<file path="src/rtl/srate_pkg.sv">
package srate_pkg;

    localparam int CODE_W  = 5;
    localparam int RATIO_W = 11;

    typedef logic [RATIO_W-1:0] ratio_t;
    typedef logic [CODE_W-1:0]  code_t;

    typedef enum logic [1:0] {
        FILT_A = 2'd0,
        FILT_B = 2'd1,
        FILT_C = 2'd2,
        FILT_D = 2'd3
    } filt_e;

    typedef struct packed {
        logic   valid;
        ratio_t ratio;
        filt_e  filt;
        logic   bypass;
    } rate_sel_t;

    typedef struct packed {
        ratio_t ratio;
        filt_e  filt;
        logic   bypass;
        logic   half;
    } clk_cfg_t;

    localparam ratio_t RESET_RATIO = ratio_t'(256);

    function automatic rate_sel_t mk_sel(input int r, input filt_e f, input logic b);
        rate_sel_t s;
        s.valid  = 1'b1;
        s.ratio  = ratio_t'(r);
        s.filt   = f;
        s.bypass = b;
        return s;
    endfunction

    function automatic rate_sel_t decode_rate(input logic usb, input code_t code);
        rate_sel_t s;
        s = '{valid: 1'b0, ratio: RESET_RATIO, filt: FILT_A, bypass: 1'b0};
        if (!usb) begin
            case (code)
                5'b00000: s = mk_sel(256,  FILT_A, 1'b0);
                5'b00001: s = mk_sel(384,  FILT_A, 1'b0);
                5'b01010: s = mk_sel(768,  FILT_A, 1'b0);
                5'b01011: s = mk_sel(1152, FILT_A, 1'b0);
                5'b01100: s = mk_sel(384,  FILT_A, 1'b0);
                5'b01101: s = mk_sel(576,  FILT_A, 1'b0);
                5'b01110: s = mk_sel(128,  FILT_B, 1'b1);
                5'b01111: s = mk_sel(192,  FILT_B, 1'b1);
                5'b10000: s = mk_sel(256,  FILT_A, 1'b0);
                5'b10001: s = mk_sel(384,  FILT_A, 1'b0);
                5'b11010: s = mk_sel(512,  FILT_A, 1'b0);
                5'b11011: s = mk_sel(768,  FILT_A, 1'b0);
                5'b11100: s = mk_sel(512,  FILT_A, 1'b0);
                5'b11101: s = mk_sel(768,  FILT_A, 1'b0);
                5'b11110: s = mk_sel(128,  FILT_B, 1'b1);
                5'b11111: s = mk_sel(192,  FILT_B, 1'b1);
                default:  ;
            endcase
        end else begin
            case (code)
                5'b00000: s = mk_sel(250, FILT_C, 1'b0);
                5'b01010: s = mk_sel(750, FILT_C, 1'b0);
                5'b01100: s = mk_sel(375, FILT_C, 1'b0);
                5'b01110: s = mk_sel(125, FILT_D, 1'b1);
                5'b10001: s = mk_sel(272, FILT_A, 1'b0);
                5'b11011: s = mk_sel(544, FILT_A, 1'b0);
                5'b11100: s = mk_sel(500, FILT_C, 1'b0);
                5'b11111: s = mk_sel(136, FILT_B, 1'b1);
                default:  ;
            endcase
        end
        return s;
    endfunction

endpackage

</file>
<file path="src/rtl/srate_decode.sv">
module srate_decode
    import srate_pkg::*;
(
    input  logic      usb,
    input  code_t     code,
    output rate_sel_t sel
);
    always_comb begin
        sel = decode_rate(usb, code);
    end
endmodule

</file>
<file path="src/rtl/srate_prediv.sv">
module srate_prediv #(
    parameter bit HALF_SUPPORT = 1'b1
) (
    input  logic clk,
    input  logic rst,
    input  logic mclk_en,
    input  logic half,
    output logic tick
);
    generate
        if (HALF_SUPPORT) begin : g_half
            logic phase_q;
            always_ff @(posedge clk) begin
                if (rst) begin
                    phase_q <= 1'b0;
                end else if (mclk_en) begin
                    phase_q <= half ? ~phase_q : 1'b0;
                end
            end
            assign tick = mclk_en & (~half | phase_q);
        end else begin : g_full
            logic unused_half;
            assign unused_half = half;
            assign tick = mclk_en;
        end
    endgenerate
endmodule

</file>
<file path="src/rtl/srate_frame_cnt.sv">
module srate_frame_cnt #(
    parameter int W = 11,
    parameter int RST_RATIO = 256
) (
    input  logic         clk,
    input  logic         rst,
    input  logic         tick,
    input  logic [W-1:0] cur_ratio,
    input  logic [W-1:0] nxt_ratio,
    output logic         wrap,
    output logic [W-1:0] cnt_q,
    output logic         stb_q,
    output logic         fclk_q
);
    localparam logic [W-1:0] CNT_RST = W'(RST_RATIO - 1);

    logic [W-1:0] cnt_d;
    logic [W-1:0] thr;
    logic         fclk_d;

    assign wrap = tick && (cnt_q == cur_ratio - 1'b1);

    always_comb begin
        cnt_d  = cnt_q;
        fclk_d = fclk_q;
        thr    = (wrap ? nxt_ratio : cur_ratio) >> 1;
        if (tick) begin
            cnt_d  = wrap ? '0 : cnt_q + 1'b1;
            fclk_d = (cnt_d < thr);
        end
    end

    always_ff @(posedge clk) begin
        if (rst) begin
            cnt_q  <= CNT_RST;
            stb_q  <= 1'b0;
            fclk_q <= 1'b0;
        end else begin
            cnt_q  <= cnt_d;
            stb_q  <= wrap;
            fclk_q <= fclk_d;
        end
    end
endmodule

</file>
<file path="src/rtl/srate_div.sv">
module srate_div
    import srate_pkg::*;
#(
    parameter bit HALF_SUPPORT = 1'b1
) (
    input  logic                clk,
    input  logic                rst,
    input  logic                mclk_en,
    input  logic [CODE_W-1:0]   rate_code,
    input  logic                usb_mode,
    input  logic                half_mclk,
    output logic                sample_stb,
    output logic                frame_clk,
    output logic [1:0]          filter_class,
    output logic                bypass_3d,
    output logic                code_invalid
);
    rate_sel_t dec;
    clk_cfg_t  cfg_q;
    logic      tick;
    logic      wrap;
    ratio_t    nxt_ratio;
    ratio_t    cnt_q;
    ratio_t    act_ratio;

    srate_decode u_dec (
        .usb  (usb_mode),
        .code (rate_code),
        .sel  (dec)
    );

    srate_prediv #(.HALF_SUPPORT(HALF_SUPPORT)) u_pre (
        .clk     (clk),
        .rst     (rst),
        .mclk_en (mclk_en),
        .half    (cfg_q.half),
        .tick    (tick)
    );

    assign act_ratio = cfg_q.ratio;
    assign nxt_ratio = dec.valid ? dec.ratio : cfg_q.ratio;

    srate_frame_cnt #(.W(RATIO_W), .RST_RATIO(int'(RESET_RATIO))) u_cnt (
        .clk       (clk),
        .rst       (rst),
        .tick      (tick),
        .cur_ratio (act_ratio),
        .nxt_ratio (nxt_ratio),
        .wrap      (wrap),
        .cnt_q     (cnt_q),
        .stb_q     (sample_stb),
        .fclk_q    (frame_clk)
    );

    always_ff @(posedge clk) begin
        if (rst) begin
            cfg_q <= '{ratio: RESET_RATIO, filt: FILT_A, bypass: 1'b0, half: 1'b0};
        end else if (wrap && dec.valid) begin
            cfg_q <= '{ratio: dec.ratio, filt: dec.filt, bypass: dec.bypass, half: half_mclk};
        end
    end

    assign filter_class = cfg_q.filt;
    assign bypass_3d    = cfg_q.bypass;
    assign code_invalid = ~dec.valid;
endmodule

</file>
<file path="config.mk">
export PLATFORM = sky130hd
export DESIGN_NAME = srate_div
export DESIGN_NICKNAME = d
export VERILOG_FILES = /design/src/rtl/srate_pkg.sv /design/src/rtl/srate_decode.sv /design/src/rtl/srate_prediv.sv /design/src/rtl/srate_frame_cnt.sv /design/src/rtl/srate_div.sv
export SDC_FILE = /design/constraint.sdc
export NUM_CORES = 1
export LEC_CHECK = 0
export BUFFER_PORTS_ARGS = -buffer_cell sky130_fd_sc_hd__buf_2
export CAP_MARGIN = 20
export CORE_MARGIN = 5
export CORE_UTILIZATION = 60
export CTS_BUF_LIST = sky130_fd_sc_hd__clkbuf_4
export CTS_CLUSTER_SIZE = 25
export DETAILED_ROUTE_END_ITERATION = 7
export PLACE_DENSITY = 0.89
export SLEW_MARGIN = 20
export SYNTH_ARGS = -nofsm -noshare
export SYNTH_HDL_FRONTEND = slang
export SYNTH_SLANG_ARGS = --single-unit
export TNS_END_PERCENT = 10
</file>
<file path="constraint.sdc">
create_clock -name clk -period 4.63 [get_ports clk]
set_input_delay 0.6945 -clock clk [delete_from_list [all_inputs] [get_ports clk]]
set_output_delay 0.6945 -clock clk [all_outputs]
set_load 0.03 [all_outputs]
</file>
==> results by group <==
Logic synthesis
  – Syn Inst Count: 311
  – Net Count, Synth: around 330
  – Post-synthesis async set-or-reset flop share: 0
  – Ys flop type: dfxtp_1
  – EDFF count, synth: 0
  – Yosys reg bits: 28
  – Synthesized area: 2350 µm²
  – Avg Cell Area, Syn: 7.55 µm²
  – Yosys cell types: 60
  – Register area share after synthesis: 0.239
  – Yosys warns: 0

Placement
  – GP Congestion: just over 0.9
  – Dpl cell area: roughly 2400 µm²
  – Post-place setup slack: 0.369 ns
  – Placed insts: around 360
  – PortBufs: 15
  – Dpl hpwl: roughly 4700 µm

STA
  – Post-layout minimum cycle time: 4.31 ns
  – Setup TNS: 0 ns
  – Final setup viols: 0
  – Fin worst setup slack: between 0.3 and 0.4 ns
  – Fin crit share: 0.931
  – Slew HR: 0.632
  – Max Clk Rate: roughly 230 MHz
  – Max Slew Vio Count: 0
  – Actual transition at the worst max-transition pin: approximately 0.55 ns
  – Final Hold Viols: 0
  – Clk_skew: approximately 0.011 ns

Detailed routing
  – DRC Markers: 0
  – Iter 0 DRT Violations: approximately 370
  – Vias after detailed routing: between 2,000 and 2,500
  – Post-route ant nets: 0
  – Drt wl/cell: 16.9 µm
  – Drt pass-1 iters: 7
  – Vias per std cell: between 6 and 7
  – Final wirelength: 6120 µm

Clocking
  – CTS max path bufs: 2
  – Clock Pin Slew Worst Setup and Hold Paths: about 0.15 ns
  – CTS HTree Levels: 1
  – Clk_lat worst skew: roughly 0.34 ns
  – CTS tree: done
  – Clk sink count: 28
  – CTS buffer count: 3
  – Root Buffer: clkbuf_4

Finish
  – Share of cells above drive strength 1: 0.118
  – Ant diodes: 0
  – Number of fill cells: 323
  – Finished Layout Cells: 362
  – Area delta synth->final: 5.06%
  – Number of nets in the final layout: roughly 340
  – Final Instance Area: between 2000 and 2500 µm²

Setup path
  – Setup crit start kind: flop
  – Worst-path maximum fanout: 15
  – CP Class: reg2reg
  – Critical Path RT: between 4 and 5 ns
  – CP Capture Type: flop
  – WP data arrival: around 4.6 ns

Pwr
  – Leakage: between 0.9 and 1 nW
  – Switching pwr: 0.235 mW
  – Maximum VDD drop: roughly 0.00019 V
  – Pwr Total: slightly above 0.6 mW
  – Clock share of power: 0.168
  – Pint: between 0.3 and 0.4 mW
  – Combinational Power Share: 0.382
  – Switching share of total power: 0.383
  – Pwr per Cell Area: between 200 and 250 nW/µm²
  – Reg power frac: 0.449

Floorplanning
  – Die Ht: approximately 73 µm
  – Top Ports: 16
  – Initial Utilization: 0.632
  – Standard-cell rows: 22
  – DIE WIDTH: between 70 and 80 µm
  – Core area: roughly 3700 µm²
  – Die area: between 5000 and 6000 µm²

Job
  – Max_cap viols: 0

Global routing
  – Largest net degree at the start of global routing: 22
  – Gr ovfl total: 0
  – Initial antenna violation count: 0
  – Number of global-route vias before repair: ~2,200
  – First-pass GRT wire length: about 11,000 µm
  – Aggregate global-route resource usage: 0.248

Outcome
  – Status: finished clean

Worst hold path
  – Hold crit path type: reg2reg
[cells in the mapped netlist, types with 6 or more instances]
cell type | count | area, µm²
a31oi_1 | 6 | 37.5
o21ai_0 | 10 | 50.1
xnor2_1 | 13 | 114
xor2_1 | 8 | 70.1
nor2_1 | 31 | 116
o311ai_0 | 6 | 52.6
inv_1 | 17 | 63.8
nand2_1 | 32 | 120
dfxtp_1 | 28 | 561
ha_1 | 11 | 138
nand3_1 | 13 | 65.1
clkbuf_1 | 16 | 60.1
a21oi_1 | 18 | 90.1
[layer usage]
metal  global-route usage  wire (µm)  up-vias
met5                    0          0        -
met2                0.402       2870      122
met1                0.343       2620     1133
met3               0.0374        470       20
met4               0.0635        161        0
li1                     -          -     1145
[critical path, cell delays in order, from the launching register on]
cell,delay [ns]
dfxtp_1,0.41
inv_1,0.10
ha_1,0.25
or3b_2,0.52
nor4_1,0.20
o32ai_1,0.12
o21ai_0,0.45
and3_1,0.58
nor2_1,0.12
ha_1,0.34
a21o_1,0.17
a2111oi_0,0.40
o21a_1,0.19
inv_1,0.04
o31a_1,0.28
o31ai_1,0.06
[power groups by stage]
stage / combinational (mW) / clock [mW] / sequential [mW]
after floorplan: 0.174 / 0 / 0.276
after detailed placement: 0.230 / 0 / 0.281
after CTS: 0.231 / 0.105 / 0.275
after global placement: 0.219 / 0 / 0.281
final: 0.235 / 0.104 / 0.276
after global routing: 0.261 / 0.116 / 0.278
[timing repair]
action | CTS | global route
gates resized for setup | 0 | 1
buffers inserted | 0 | 0
setup endpoints to repair | 0 | 1
hold buffers | 0 | 0
[registers in the layout (all words and copies together) (netlist names)]
register	count
cfg_q	1
act_ratio	11
u_cnt.fclk_q	1
filter_class	2
u_cnt.stb_q	1
u_pre.g_half.phase_q	1
u_cnt.cnt_q	11
[cell families (layout without fill, tap and decap cells)]
logic type	Yosys count	in the layout	share of synthesized area
XOR/XNOR	21	21	0.0783
AO/OA/AOI/OAI	85	85	0.255
multiplexers	6	6	0.0282
buffers and inverters	41	44	0.0714
flip-flops	28	28	0.239
AND/OR/NAND/NOR	119	119	0.270
adder cells (fa/ha/maj)	11	11	0.0586
[worst paths after layout]
path,startpoint,end,slack (ns),cells past startpoint
setup / recovery,act_ratio[0]$_SDFFE_PP0P_,u_cnt.fclk_q$_SDFFE_PP0P_,0.32,15
hold / removal,filter_class[1]$_SDFFE_PP0P_,filter_class[1]$_SDFFE_PP0P_,0.48,2
setup reg to reg,act_ratio[0]$_SDFFE_PP0P_,u_cnt.fclk_q$_SDFFE_PP0P_,0.32,15
hold reg to reg,filter_class[1]$_SDFFE_PP0P_,filter_class[1]$_SDFFE_PP0P_,0.48,2
[cells in the final DEF, fill, tap and decap left out, types with 3 or more instances in the layout]
master    instances
o311ai_0          6
o31a_1            4
ha_1             11
a21oi_1          18
o22ai_1           4
clkbuf_4          3
xor2_1            8
a21boi_0          3
mux2i_1           4
or3_1             5
and3_1            5
inv_1            17
buf_4             7
nand4_1           5
a41oi_1           4
a31oi_1           6
a21o_1            3
nand2_1          32
o21ai_0           9
nand3_1          13
dfxtp_1          28
xnor2_1          13
buf_2            15
nor2_1           31
o31ai_1           3
nor3_1            5
[layout make-up]
cell class                 count  area, µm²  area share
sequential                    28        561       0.227
clock inverter                 1       3.75     0.00152
multi-input combinational    242       1630       0.659
tap                           48       60.1      0.0243
inverter                      18       67.6      0.0274
clock buffer                   3       22.5     0.00913
timing repair buffer          22        128      0.0517
[per-stage QoR]
step | utilization | hold WS [ns]
after floorplan | - | 0.455
after global placement | 0.656 | 0.446
after global routing | 0.664 | 0.488
after CTS | 0.663 | 0.470
after detailed placement | 0.656 | 0.447
final | 0.664 | 0.478
Power figures use the tool's default switching activity.
